<file path="src/rtl/codec_reg_window.sv">
module codec_reg_window #(
  parameter int NREG      = 36,
  parameter int AW        = 7,
  parameter int WR_CYCLES = 4,
  parameter int RD_LAT    = 6
) (
  input  logic        clk,
  input  logic        rst_n,
  input  logic        bus_wr_en,
  input  logic [2:0]  bus_addr,
  input  logic [31:0] bus_wdata,
  output logic [31:0] bus_rdata,
  input  logic        irq_in,
  input  logic [7:0]  status_in
);
  localparam int CW  = $clog2(WR_CYCLES + 1);
  localparam int RCW = $clog2(RD_LAT + 1);

  function automatic logic [7:0] dflt(int i);
    case (i)
      1, 2:           return 8'hC3;
      3, 6:           return 8'h90;
      4:              return 8'h98;
      7:              return 8'hB1;
      8:              return 8'h11;
      9:              return 8'h10;
      11:             return 8'h03;
      14:             return 8'h40;
      16:             return 8'hFF;
      18, 19, 20, 21: return 8'h06;
      31:             return 8'h34;
      32:             return 8'h07;
      33:             return 8'h44;
      34:             return 8'h1F;
      default:        return 8'h00;
    endcase
  endfunction

  function automatic logic exists(int i);
    return (i < NREG) && (i != 5) && (i != 28);
  endfunction

  logic [7:0]    bank [NREG];
  logic [AW-1:0] addr_q;
  logic [7:0]    data_q;
  logic          busy_q;
  logic [CW-1:0] wr_cnt;
  logic [RCW-1:0] rd_cnt;
  logic [7:0]    rd_byte;
  logic [7:0]    rd_val;

  wire cmd_hit = bus_wr_en && (bus_addr == 3'd0);
  wire accept  = cmd_hit && !busy_q;
  wire commit  = busy_q && (wr_cnt == CW'(WR_CYCLES - 1));
  wire unused_wdata = ^{bus_wdata[31:17], bus_wdata[15]};

  always_ff @(posedge clk) begin
    if (!rst_n) begin
      addr_q <= '0;
      data_q <= '0;
      busy_q <= 1'b0;
      wr_cnt <= '0;
    end else if (accept) begin
      addr_q <= bus_wdata[8 +: AW];
      data_q <= bus_wdata[7:0];
      busy_q <= bus_wdata[16];
      wr_cnt <= '0;
    end else if (busy_q) begin
      if (commit) busy_q <= 1'b0;
      wr_cnt <= wr_cnt + CW'(1);
    end
  end

  always_ff @(posedge clk) begin
    if (!rst_n) begin
      for (int i = 0; i < NREG; i++) bank[i] <= dflt(i);
    end else begin
      for (int i = 1; i < NREG; i++)
        if (commit && exists(i) && addr_q == AW'(i)) bank[i] <= data_q;
    end
  end

  always_comb begin
    rd_val = 8'h00;
    if (addr_q == '0) rd_val = status_in;
    for (int i = 1; i < NREG; i++)
      if (exists(i) && addr_q == AW'(i)) rd_val = bank[i];
  end

  always_ff @(posedge clk) begin
    if (!rst_n) begin
      rd_cnt  <= '0;
      rd_byte <= '0;
    end else begin
      if (accept) rd_cnt <= RCW'(RD_LAT);
      else if (rd_cnt != '0) rd_cnt <= rd_cnt - RCW'(1);
      if (!accept && rd_cnt < RCW'(2)) rd_byte <= rd_val;
    end
  end

  always_comb begin
    case (bus_addr)
      3'd0:    bus_rdata = {15'd0, busy_q, 1'b0, addr_q, data_q};
      3'd4:    bus_rdata = {23'd0, irq_in, rd_byte};
      default: bus_rdata = 32'd0;
    endcase
  end
endmodule

</file>
<file path="config.mk">
export PLATFORM = sky130hd
export DESIGN_NAME = codec_reg_window
export DESIGN_NICKNAME = d
export VERILOG_FILES = /design/src/rtl/codec_reg_window.sv
export SDC_FILE = /design/constraint.sdc
export NUM_CORES = 1
export LEC_CHECK = 0
export BUFFER_PORTS_ARGS = -buffer_cell sky130_fd_sc_hd__buf_2
export CAP_MARGIN = 20
export CORE_MARGIN = 3
export CORE_UTILIZATION = 55
export DETAILED_ROUTE_END_ITERATION = 7
export GPL_TIMING_DRIVEN = 0
export PLACE_DENSITY = 0.74
export SLEW_MARGIN = 20
export SYNTH_ARGS = -nofsm -noshare
export SYNTH_HDL_FRONTEND = slang
export SYNTH_SLANG_ARGS = --single-unit
</file>
<file path="constraint.sdc">
create_clock -name clk -period 2.5 [get_ports clk]
set_input_delay 0.125 -clock clk [delete_from_list [all_inputs] [get_ports clk]]
set_output_delay 0.125 -clock clk [all_outputs]
set_load 0.05 [all_outputs]
</file>
==> metrics.csv, run 1 <==
stage,metric,value,unit
setup_path,path_buf_inv,4,
grt,grt_pass1_vias,11317,
finish,finalInstanceArea,16600,um^2
finish,seq_area,8530,um^2
setup_path,arrival,3.00,ns
synth,synth_edf_count,264,
place,port_buffers,45,
setup_path,cp-end-kind,flip-flop,
place,place_hpwl,35400,um
synth,synth_top_area_share,56.3,%
power_and_ir_drop,ir_drop,719,uV
drt,postRouteAntennaNets,0,
die,io_pins,79,
timing,min_period_over_period,102,%
drt,wl_per_cell,28.9,um
drt,drc_errors,0,
synth,synth.distinct_cells,78,
setup_path,critPathMaxStageDelay,0.46,ns
finish,layout.nets,1489,
flow_run,cap_violations,0,
place,gp_congestion,1.06,
power_and_ir_drop,pwr_density_cell,644,nW/um^2
clocking,ctsLongestPathBuffers,3,
drt,post_drt_via_cell_ratio,6.72,
synth,synth_top_cell_by_area,edfxtp_1,
synth,avgSynthCellArea,10.7,um^2
timing,fin_skew,0.0180,ns
die,initial_core_util,56.9,%
synth,synth_warnings,0,
place,dpl_cell_area,14800,um^2
die,core.rowCount,57,
timing,setup_viol,5,
status,status,"finished, violations left",
setup_path,path_cells,"buf_8, buf_12, inv_1, buf_2, nand4_1, a21oi_1, a2111o_1, a31oi_2, o221ai_2, a32o_1",
clocking,cts-htree-levels,1,
timing,fmax,394,MHz
timing,finalHoldViolations,0,
synth,synth_flop_cell,edfxtp_1,
timing,slew_headroom,25.0,%
setup_path,critPathMaxFanout,10,
timing,min_period,2.54,ns
clocking,tritoncts,built,
synth,yosysSeqAreaShare,60.6,%
finish,area.growth.synth_to_final,18.2,%
finish,layout_common_cells,"277 x nor2_1, 264 x edfxtp_1, 151 x nand2_1, 51 x buf_2, 50 x a21oi_1",
synth,ys_seq_elements,294,
power_and_ir_drop,p_leak,5.61,nW
finish,drive_above_1_share,20.8,%
clocking,clock-root-buffer,clkbuf_16,
drt,drtPass1Iterations,7,
die,core,24700,um^2
status,violations,setup timing,
power_and_ir_drop,finalPower,10.7,mW
drt,drt-initial-drc-count,2360,
min_path,hold_path.class,primary input to flip-flop,
die,die_y,166,um
timing,grt_setup_unrepaired,true,
grt,grt_overflow_total,0,
synth,syn-cell-area,14100,um^2
setup_path,critPathRequiredTime,2.96,ns
timing,maxSlewViolCount,0,
finish,layout_commonest_cell,nor2_1,
place,place_ws,-0.896,ns
timing,worst_pin_slew,1.12,ns
clocking,clkTransAtPathRegs,0.06,ns
setup_path,crit_type,flip-flop to flip-flop,
clocking,clk-insertion-delay-late,0.57,ns
clocking,cts.sinks,294,
grt,grt_max_degree,15,
grt,gr-usage-all-layers,36.3,%
finish,antennaDiodeCount,0,
synth,synth-async-reset-ratio,0,%
synth,yosys-top-cells-area,"edfxtp_1 56%, nor2_1 7.7%, nand2_1 4.6%",
clocking,numCtsBuffers,30,
timing,setup_slack,-0.0382,ns
setup_path,startpoint_type,flip-flop,
setup_path,critical_path.top_delay_family,compound AO/OA/AOI/OAI gates,
setup_path,crit_slowest_cell,a2111o_1,
die,die_area,27500,um^2
grt,grt_pass1_wl,74400,um
grt,antenna_found_initial,0,
finish,nFillCells,1945,
finish,multi_input_area,5460,um^2
synth,synthCells,1313,
drt,num_vias,12001,
drt,routed_wl,51500,um
die,dieWidth,166,um
[where the power goes]
| part | switching, mW | leakage, nW | total, mW | internal (mW) |
|---|---|---|---|---|
| Clock | 1.94 | 0.443 | 4.29 | 2.35 |
| Sequential | 0.0821 | 2.79 | 5.57 | 5.49 |
| Combinational | 0.590 | 2.37 | 0.851 | 0.261 |
| Total | 2.61 | 5.61 | 10.7 | 8.10 |
[kinds of logic after synthesis]
| logic type | synth area share (%) |
|---|---|
| AOI/OAI and AO/OA | 11.2 |
| and+or+nand+nor | 18.7 |
| muxes | 4.80 |
| adders and majority gates | 0.356 |
| xor gates and xnor gates | 0.125 |
| DFF | 60.6 |
| buffers and inverters | 4.16 |
| other | 0.0267 |
[synthesized netlist by cell type (4+ instances only)]
cell	n
a211o_1	4
a211oi_1	14
a21oi_1	51
a221oi_1	4
a22oi_1	9
a2bb2oi_1	5
a31oi_1	12
a32oi_1	4
and2_1	16
and3_1	5
buf_1	5
buf_2	27
buf_4	26
clkbuf_1	39
dfxtp_1	30
edfxtp_1	264
ha_1	4
inv_1	17
mux2_2	10
mux2i_1	45
mux4_2	5
nand2_1	174
nand2b_1	9
nand3_1	27
nand4_1	6
nor2_1	288
nor2b_1	11
nor3_1	21
o211ai_1	10
o21ai_0	41
o221ai_1	10
o22ai_1	29
o2bb2ai_1	4
o31ai_1	4
or2_2	12
or3_1	5
[routing by layer]
| layer | track usage [%] | part of all wire, % | vias up |
|---|---|---|---|
| li1 | - | - | 4966 |
| met1 | 52.4 | 37 | 5754 |
| met2 | 53.4 | 42 | 1106 |
| met3 | 8.66 | 16 | 175 |
| met4 | 14.6 | 5.1 | 0 |
| met5 | 0 | 0 | - |
[stage by stage]
stage / utilization, % / TNS, ns / cells / hold slack [ns]
2_1_floorplan: - / 0 / 1328 / 0.261
3_3_place_gp: 59.6 / -160.53 / 1697 / 0.356
3_5_place_dp: 59.6 / -178.59 / 1697 / 0.367
4_1_cts: 65.5 / -0.0733 / 1774 / 0.204
5_1_grt: 67.2 / -0.172 / 1785 / 0.247
6_report: 67.2 / -0.132 / 1785 / 0.207
[worst paths after layout]
kind,start,slack [ns],end,cells past startpoint
max,addr_q[0],-0.04,rd_byte[7],10
min,rst_n,0.21,rd_byte[6],3
min reg2reg,rd_byte[7],0.50,rd_byte[7],1
max reg2reg,addr_q[0],-0.04,rd_byte[7],10
[worst min-delay path, stage by stage]
cell      delay [ns]
clkbuf_1        0.22
inv_2           0.24
o211ai_1        0.13
[state kept, by name, summed over array words and instances, names as in the netlist]
register	flops
bank	264
data_q	8
rd_byte	8
addr_q	7
rd_cnt	3
wr_cnt	3
busy_q	1
[repair_timing]
| action | in CTS | in global routing |
|---|---|---|
| hold endpoints to repair | 16 | 0 |
| setup buffers | 8 | 12 |
| pin swaps | 5 | 11 |
| cloned | 0 | 1 |
| resized for setup | 106 | 94 |
| hold buffers | 16 | 0 |
| setup endpoints to repair | 387 | 193 |
[layout make-up]
cell class              instances  share of cell area [%]
clock buffers                  37                    4.80
flip-flops and latches        294                    51.3
multi-input cells             918                    32.8
plain buffers                  95                    4.22
clock inverters                18                   0.662
well taps                     324                    2.44
inverters                      18                   0.429
repair buffers                 81                    3.32
Power figures use the tool's default switching activity.
==> run 2, diff against run 1 <==
Settings changed: CORE_ASPECT_RATIO from default to 1.2.
==> run 2 against run 1 <==
Against the previous run: clock-buffer cell count is the same; global-route usage rose by 2.0 points; die area is essentially flat; highest routed layer unchanged; the run still ends with setup timing left; critical endpoint unchanged; sequential share of layout area rose by 0.25 points.
==> metrics.csv, run 2 (synthesized netlist as in run 1, its figures left out) <==
stage,metric,value,unit,change
status,status,"finished, violations left",,unchanged
status,violations,setup timing,,unchanged
die,core,24900,um^2,was 24700 um^2
finish,top_regs,"bank: 264 flops, data_q: 8 flops, rd_byte: 8 flops",,unchanged
setup_path,critical_path_depth,9,,was 10
clocking,clk-insertion-delay-late,0.56,ns,was 0.57 ns
setup_path,rr_worst_depth,9,,was 10
power_and_ir_drop,ir_drop,716,uV,was 719 uV
power_and_ir_drop,p_leak,5.55,nW,was 5.61 nW
drt,routed_wl,54100,um,was 51500 um
setup_path,arrival,3.03,ns,was 3.00 ns
setup_path,critPathMaxFanout,10,,unchanged
flow_run,cap_violations,0,,unchanged
setup_path,reg2reg_from,addr_q[0],,unchanged
drt,postRouteAntennaNets,0,,unchanged
timing,finalSetupTns,-0.145,ns,was -0.132 ns
timing,slew_headroom,21.1,%,was 25.0%
setup_path,critPathRequiredTime,2.96,ns,about the same
timing,setup_slack,-0.0709,ns,was -0.0382 ns
grt,grt_pass1_wl,77400,um,was 74400 um
setup_path,startpoint_type,flip-flop,,unchanged
finish,layout_common_cells,"274 x nor2_1, 264 x edfxtp_1, 143 x nand2_1, 52 x buf_2, 49 x a21oi_1",,"was 277 x nor2_1, 264 x edfxtp_1, 151 x nand2_1, 51 x buf_2, 50 x a21oi_1"
clocking,cts-htree-levels,1,,unchanged
grt,antenna_found_initial,0,,unchanged
finish,multi_input_area,5470,um^2,was 5460 um^2
timing,grt_setup_unrepaired,true,,unchanged
place,place_hpwl,38000,um,was 35400 um
setup_path,r2r_end,rd_byte[7],,unchanged
timing,min_period_over_period,103,%,was 102%
setup_path,crit_type,flip-flop to flip-flop,,unchanged
finish,layout.nets,1481,,was 1489
finish,area.growth.synth_to_final,17.7,%,was 18.2%
timing,min_period,2.57,ns,was 2.54 ns
setup_path,rrSetupSlack,-0.07,ns,was -0.04 ns
setup_path,path_buf_inv,5,,was 4
power_and_ir_drop,pwr_density_cell,646,nW/um^2,was 644 nW/um^2
die,core.rowCount,63,,was 57
drt,drtPass1Iterations,6,,was 7
timing,fmax,389,MHz,was 394 MHz
grt,grt_pass1_vias,11613,,was 11317
timing,holdWs,0.177,ns,was 0.207 ns
die,initial_core_util,56.5,%,was 56.9%
die,io_pins,79,,unchanged
grt,grt_overflow_total,0,,unchanged
place,gp_congestion,1.07,,was 1.06
setup_path,critPathMostFrequentCell,buf_2,,
drt,drt-initial-drc-count,1738,,was 2360
setup_path,crit_slowest_cell,buf_2,,was a2111o_1
clocking,clkTransAtPathRegs,0.07,ns,was 0.06 ns
place,place_ws,-1.29,ns,was -0.896 ns
setup_path,critPathMaxStageDelay,0.43,ns,was 0.46 ns
timing,finalHoldViolations,0,,unchanged
clocking,numCtsBuffers,29,,was 30
finish,antennaDiodeCount,0,,unchanged
drt,drc_errors,0,,unchanged
finish,largest_reg_flops,264,,unchanged
min_path,min_path_cells,3,,unchanged
die,die_area,27500,um^2,about the same
clocking,clock-root-buffer,clkbuf_16,,unchanged
timing,setup_viol,4,,was 5
drt,wl_per_cell,30.5,um,was 28.9 um
timing,worst_pin_slew,1.18,ns,was 1.12 ns
min_path,hold_start,rst_n,,unchanged
min_path,hold_path.class,primary input to flip-flop,,unchanged
min_path,min_to,rd_byte[6],,unchanged
timing,maxSlewViolCount,0,,unchanged
setup_path,path_cells,"buf_6, buf_12, inv_1, buf_2, buf_2, o21ai_0, a21oi_1, o221ai_2, a32o_1",,"was buf_8, buf_12, inv_1, buf_2, nand4_1, a21oi_1, a2111o_1, a31oi_2, o221ai_2, a32o_1"
finish,drive_above_1_share,20.4,%,was 20.8%
die,dieWidth,152,um,was 166 um
drt,num_vias,11874,,was 12001
setup_path,critical_path.top_delay_family,buffers and inverters,,was compound AO/OA/AOI/OAI gates
finish,regMostFlops,bank,,unchanged
clocking,ctsLongestPathBuffers,3,,unchanged
timing,fin_skew,0.0108,ns,was 0.0180 ns
finish,seq_area,8530,um^2,unchanged
finish,layout_commonest_cell,nor2_1,,unchanged
drt,post_drt_via_cell_ratio,6.69,,was 6.72
setup_path,cp-end-kind,flip-flop,,unchanged
die,die_y,181,um,was 166 um
clocking,cts.sinks,294,,unchanged
place,port_buffers,45,,unchanged
grt,grt_max_degree,14,,was 15
finish,final_core_util,66.5,%,was 67.2%
grt,gr-usage-all-layers,38.3,%,was 36.3%
finish,nFillCells,1967,,was 1945
clocking,tritoncts,built,,unchanged
-- run 2: changes by cell type in the layout (fill, tap and decap cells not counted), moves of 4 or more --
cell	change
o21ai_1	-5
nand2_1	-8
clkinv_2	-6
nand2_2	+7
buf_12	-4
buf_4	-8
-- run 2: per-layer routing --
| metal | global-route usage (%) | part of all wire (%) |
|---|---|---|
| met5 | 0 | 0 |
| met4 | 26.3 | 8.8 |
| met3 | 5.82 | 10 |
| met2 | 61.4 | 46 |
| met1 | 48.1 | 34 |
-- run 2: cell type report --
class,instances,share of cell area (%)
plain buffers,95,4.17
clock buffers,37,4.57
clock inverters,13,0.801
inverters,18,0.431
multi-input cells,917,33.0
flip-flops and latches,294,51.6
well taps,325,2.46
repair buffers,75,2.99
-- run 2: tightest hold or removal path: cells and delay by family --
| kind | cells | cell delay, ns |
|---|---|---|
| compound gates | 1 | 0.12 |
| buf+inv | 2 | 0.44 |
-- run 2: per-stage QoR --
| stage | instances | instance area, um^2 | power (mW) |
|---|---|---|---|
| floorplan | 1328 | 14100 | 6.11 |
| global placement | 1698 | 14800 | 6.39 |
| detailed placement | 1698 | 14800 | 6.41 |
| CTS | 1771 | 16300 | 10.6 |
| global route | 1774 | 16600 | 10.9 |
| finish | 1774 | 16600 | 10.7 |
-- run 2: worst max path at each step --
stage / slack, ns / from / endpoint
6_report: -0.07 / addr_q[0] / rd_byte[7]
5_1_grt: -0.1 / addr_q[2] / rd_byte[7]
2_1_floorplan: 0.23 / addr_q[1] / bus_rdata[9]
3_3_place_gp: -1.29 / wr_cnt[0] / bank[0][142]
3_5_place_dp: -1.29 / wr_cnt[0] / bank[0][138]
4_1_cts: -0.08 / addr_q[3] / rd_byte[6]
-- run 2: timing repair --
action                                  4_1_cts  5_1_grt
endpoints found under the setup margin      416      239
buffers inserted                              9        5
resized for setup                           124       72
pin swaps                                     7        6
hold buffers                                 16        0
hold endpoints to repair                     16        0
gates cloned                                  0        0
-- run 2: report_power, final --
part / internal (mW) / switching (mW)
Combinational: 0.259 / 0.598
Clock: 2.42 / 1.85
Sequential: 5.49 / 0.0784
==> run 3, diff against run 2 <==
Settings changed: ABC_AREA from default to 1.
==> run 3 against run 2 <==
Against the previous run: worst setup slack worse by 0.54 ns; the flow still finishes with violations (setup timing); fmax shrank 17%; clock-buffer cell count grew 2; sequential cell count unchanged; largest cell class unchanged; sequential power about the same; sequential share of layout area rose by 2.9 points; critical path type unchanged; routed wire length shrank 32%; critical endpoint unchanged.
==> metrics.csv, run 3 <==
stage,metric,value,unit,change
status,status,"finished, violations left",,unchanged
status,violations,setup timing,,unchanged
finish,antennaDiodeCount,0,,unchanged
grt,grt_max_degree,15,,was 14
synth,avgSynthCellArea,9.38,um^2,was 10.7 um^2
synth,synth.distinct_cells,28,,was 78
finish,area.growth.synth_to_final,18.6,%,was 17.7%
timing,setup_viol,16,,was 4
synth,synth-compound-area-share,2.91,%,was 11.2%
finish,drive_above_1_share,18.0,%,was 20.4%
power_and_ir_drop,internal_power,8.32,mW,was 8.17 mW
clocking,clkTransAtPathRegs,0.07,ns,about the same
die,core,23400,um^2,was 24900 um^2
die,initial_core_util,56.5,%,about the same
finish,layout_commonest_cell,nand2_1,,was nor2_1
min_path,hold_path.class,primary input to flip-flop,,unchanged
power_and_ir_drop,pwr_density_cell,702,nW/um^2,was 646 nW/um^2
timing,min_period,3.11,ns,was 2.57 ns
power_and_ir_drop,combPwrFrac,10.0,%,was 8.0%
setup_path,crit_slowest_cell,dfxtp_4,,was buf_2
synth,synthCells,1411,,was 1313
setup_path,path_cells,"inv_4, nor2_4, nand2_4, nor2_4, inv_2, or2_1, nand2_2, nand4_1, nor2_1, nand4_1, nor2_1, nand4_1, nand2_1, nand4_1, nor2_2, nand4_1, nor2_2, nand4_1, nand2_1, nand3_2, nand2_2, a21oi_2",,"was buf_6, buf_12, inv_1, buf_2, buf_2, o21ai_0, a21oi_1, o221ai_2, a32o_1"
synth,yosysSeqAreaShare,64.5,%,was 60.6%
clocking,cts-htree-levels,1,,unchanged
clocking,clk-insertion-delay-late,0.56,ns,about the same
synth,synth_flop_cell,edfxtp_1,,unchanged
setup_path,critPathMaxFanout,6,,was 10
power_and_ir_drop,clockPowerShare,39.3,%,was 39.9%
place,port_buffers,44,,was 45
synth,syn-cell-area,13200,um^2,was 14100 um^2
synth,synthMuxAreaShare,0,%,was 4.80%
timing,fmax,322,MHz,was 389 MHz
drt,wl_per_cell,19.4,um,was 30.5 um
power_and_ir_drop,finalPower,11.0,mW,was 10.7 mW
finish,layout.nets,1603,,was 1481
timing,grt_setup_unrepaired,true,,unchanged
drt,drc_errors,0,,unchanged
drt,routed_wl,36700,um,was 54100 um
clocking,numCtsBuffers,29,,unchanged
grt,grt_pass1_wl,55000,um,was 77400 um
die,die_area,26000,um^2,was 27500 um^2
clocking,ctsLongestPathBuffers,3,,unchanged
timing,min_period_over_period,124,%,was 103%
setup_path,crit_type,flip-flop to flip-flop,,unchanged
finish,top_regs,"bank: 264 flops, data_q: 8 flops, rd_byte: 8 flops",,unchanged
synth,ys_seq_elements,294,,unchanged
power_and_ir_drop,ir_drop,597,uV,was 716 uV
synth,synth_top_area_share,59.9,%,was 56.3%
die,die_y,176,um,was 181 um
timing,slew_headroom,37.1,%,was 21.1%
place,place_hpwl,24900,um,was 38000 um
synth,synth_top_family_by_area,simple AND/OR/NAND/NOR gates,,unchanged
grt,gr-usage-all-layers,27.5,%,was 38.3%
die,io_pins,79,,unchanged
timing,setup_slack,-0.606,ns,was -0.0709 ns
finish,layout_common_cells,"332 x nand2_1, 307 x nor2_1, 264 x edfxtp_1, 101 x inv_1, 57 x nand4_1",,"was 274 x nor2_1, 264 x edfxtp_1, 143 x nand2_1, 52 x buf_2, 49 x a21oi_1"
setup_path,cp-end-kind,flip-flop,,unchanged
finish,regMostFlops,bank,,unchanged
synth,synth_warnings,0,,unchanged
power_and_ir_drop,swShare,24.4,%,was 23.6%
setup_path,arrival,3.54,ns,was 3.03 ns
timing,worst_pin_slew,0.943,ns,was 1.18 ns
place,numPlacedInstances,1785,,was 1698
clocking,clock-root-buffer,clkbuf_16,,unchanged
drt,post_drt_via_cell_ratio,5.62,,was 6.69
clocking,tritoncts,built,,unchanged
drt,drtPass1Iterations,7,,was 6
power_and_ir_drop,p_seq_share,50.8,%,was 52.1%
synth,synth_top_cell_by_area,edfxtp_1,,unchanged
power_and_ir_drop,p_leak,5.71,nW,was 5.55 nW
synth,yosysMostFrequentCell,nand2_1,,was nor2_1
synth,synth-simple-area-share,26.7,%,was 18.7%
power_and_ir_drop,p_sw,2.69,mW,was 2.52 mW
setup_path,critPathRequiredTime,2.93,ns,was 2.96 ns
finish,finalNonFillerCells,1890,,was 1774
timing,finalHoldViolations,0,,unchanged
finish,largest_reg_flops,264,,unchanged
setup_path,critPathMaxStageDelay,0.38,ns,was 0.43 ns
die,dieWidth,148,um,was 152 um
synth,synth_common_cells,"370 x nand2_1, 350 x nor2_1, 264 x edfxtp_1",,"was 288 x nor2_1, 264 x edfxtp_1, 174 x nand2_1"
synth,synthAdderAreaFrac,0.378,%,was 0.356%
timing,holdWs,0.121,ns,was 0.177 ns
grt,antenna_found_initial,0,,unchanged
place,place_ws,-0.998,ns,was -1.29 ns
drt,postRouteAntennaNets,0,,unchanged
synth,synth-xor-area-share,0.0662,%,was 0.124%
place,gp_congestion,0.952,,was 1.07
drt,drt-initial-drc-count,1223,,was 1738
synth,synth-async-reset-ratio,0,%,unchanged
drt,num_vias,10619,,was 11874
die,core.rowCount,61,,was 63
flow_run,cap_violations,0,,unchanged
synth,synth_edf_count,264,,unchanged
clocking,cts.sinks,294,,unchanged
timing,maxSlewViolCount,0,,unchanged
setup_path,critPathMostFrequentCell,nand4_1,,was buf_2
synth,yosys-top-cells-area,"edfxtp_1 60%, nand2_1 10%, nor2_1 9.9%",,"was edfxtp_1 56%, nor2_1 7.7%, nand2_1 4.6%"
grt,grt_pass1_vias,10206,,was 11613
timing,fin_skew,0.0203,ns,was 0.0108 ns
setup_path,startpoint_type,flip-flop,,unchanged
grt,grt_overflow_total,0,,unchanged
timing,finalSetupTns,-6.55,ns,was -0.145 ns
-- run 3: metrics by stage --
| stage | area (um^2) | utilization, % |
|---|---|---|
| 2_1_floorplan | 13300 | - |
| 3_3_place_gp | 13900 | 59.3 |
| 3_5_place_dp | 13900 | 59.3 |
| 4_1_cts | 15500 | 65.9 |
| 5_1_grt | 15700 | 67.0 |
| 6_report | 15700 | 67.0 |
-- run 3: cells by family after synthesis --
family | after synthesis
buffers and inverters | 175
DFF | 294
AOI/OAI and AO/OA | 75
adders and majority gates | 4
other | 1
and+or+nand+nor | 861
xor gates and xnor gates | 1
-- run 3: worst max-delay path, delay by kind of cell (launching register included) --
family	cells	cell delay (ns)
and+or+nand+nor	19	2.41
DFF	1	0.38
AOI/OAI and AO/OA	1	0.05
buffers and inverters	2	0.14
-- run 3: power by group through the flow --
stage | clock (mW) | sequential (mW) | combinational, mW
2_1_floorplan | 0 | 5.68 | 0.645
3_3_place_gp | 0 | 5.69 | 0.932
3_5_place_dp | 0 | 5.70 | 0.947
4_1_cts | 4.29 | 5.59 | 1.05
5_1_grt | 4.47 | 5.61 | 1.20
6_report | 4.32 | 5.59 | 1.10
-- run 3: final cells by class --
| cell class | instances | area (um^2) |
|---|---|---|
| flip-flops and latches | 294 | 8550 |
| repair buffers | 94 | 662 |
| plain buffers | 58 | 293 |
| clock inverters | 15 | 131 |
| well taps | 315 | 394 |
| inverters | 117 | 454 |
| fillers | 1775 | 7740 |
| multi-input cells | 958 | 4400 |
| clock buffers | 39 | 807 |
-- run 3: layer usage --
metal,up-vias,share of wire [%],global-route usage (%)
met5,-,0,0
met4,0,5.1,12.4
met3,141,8.9,3.90
met2,626,51,49.0
met1,4957,35,33.3
li1,4895,-,-
-- run 3: repair_timing --
action                     in CTS  in global routing
gates resized for setup       101                 41
setup endpoints to repair     376                189
cloned                          0                  1
buffers inserted               20                 13
hold buffers                   17                  0
hold endpoints to repair       16                  0
pin swaps                      31                 38
-- run 3: path summary, 6_finish.rpt --
path                            startpoint         end  slack [ns]  depth (start not counted)
worst max-delay path             addr_q[2]  rd_byte[7]       -0.61                         22
worst min-delay path             bus_wr_en   addr_q[6]        0.12                          4
worst max register to register   addr_q[2]  rd_byte[7]       -0.61                         22
worst min register to register   wr_cnt[2]   wr_cnt[2]        0.46                          2
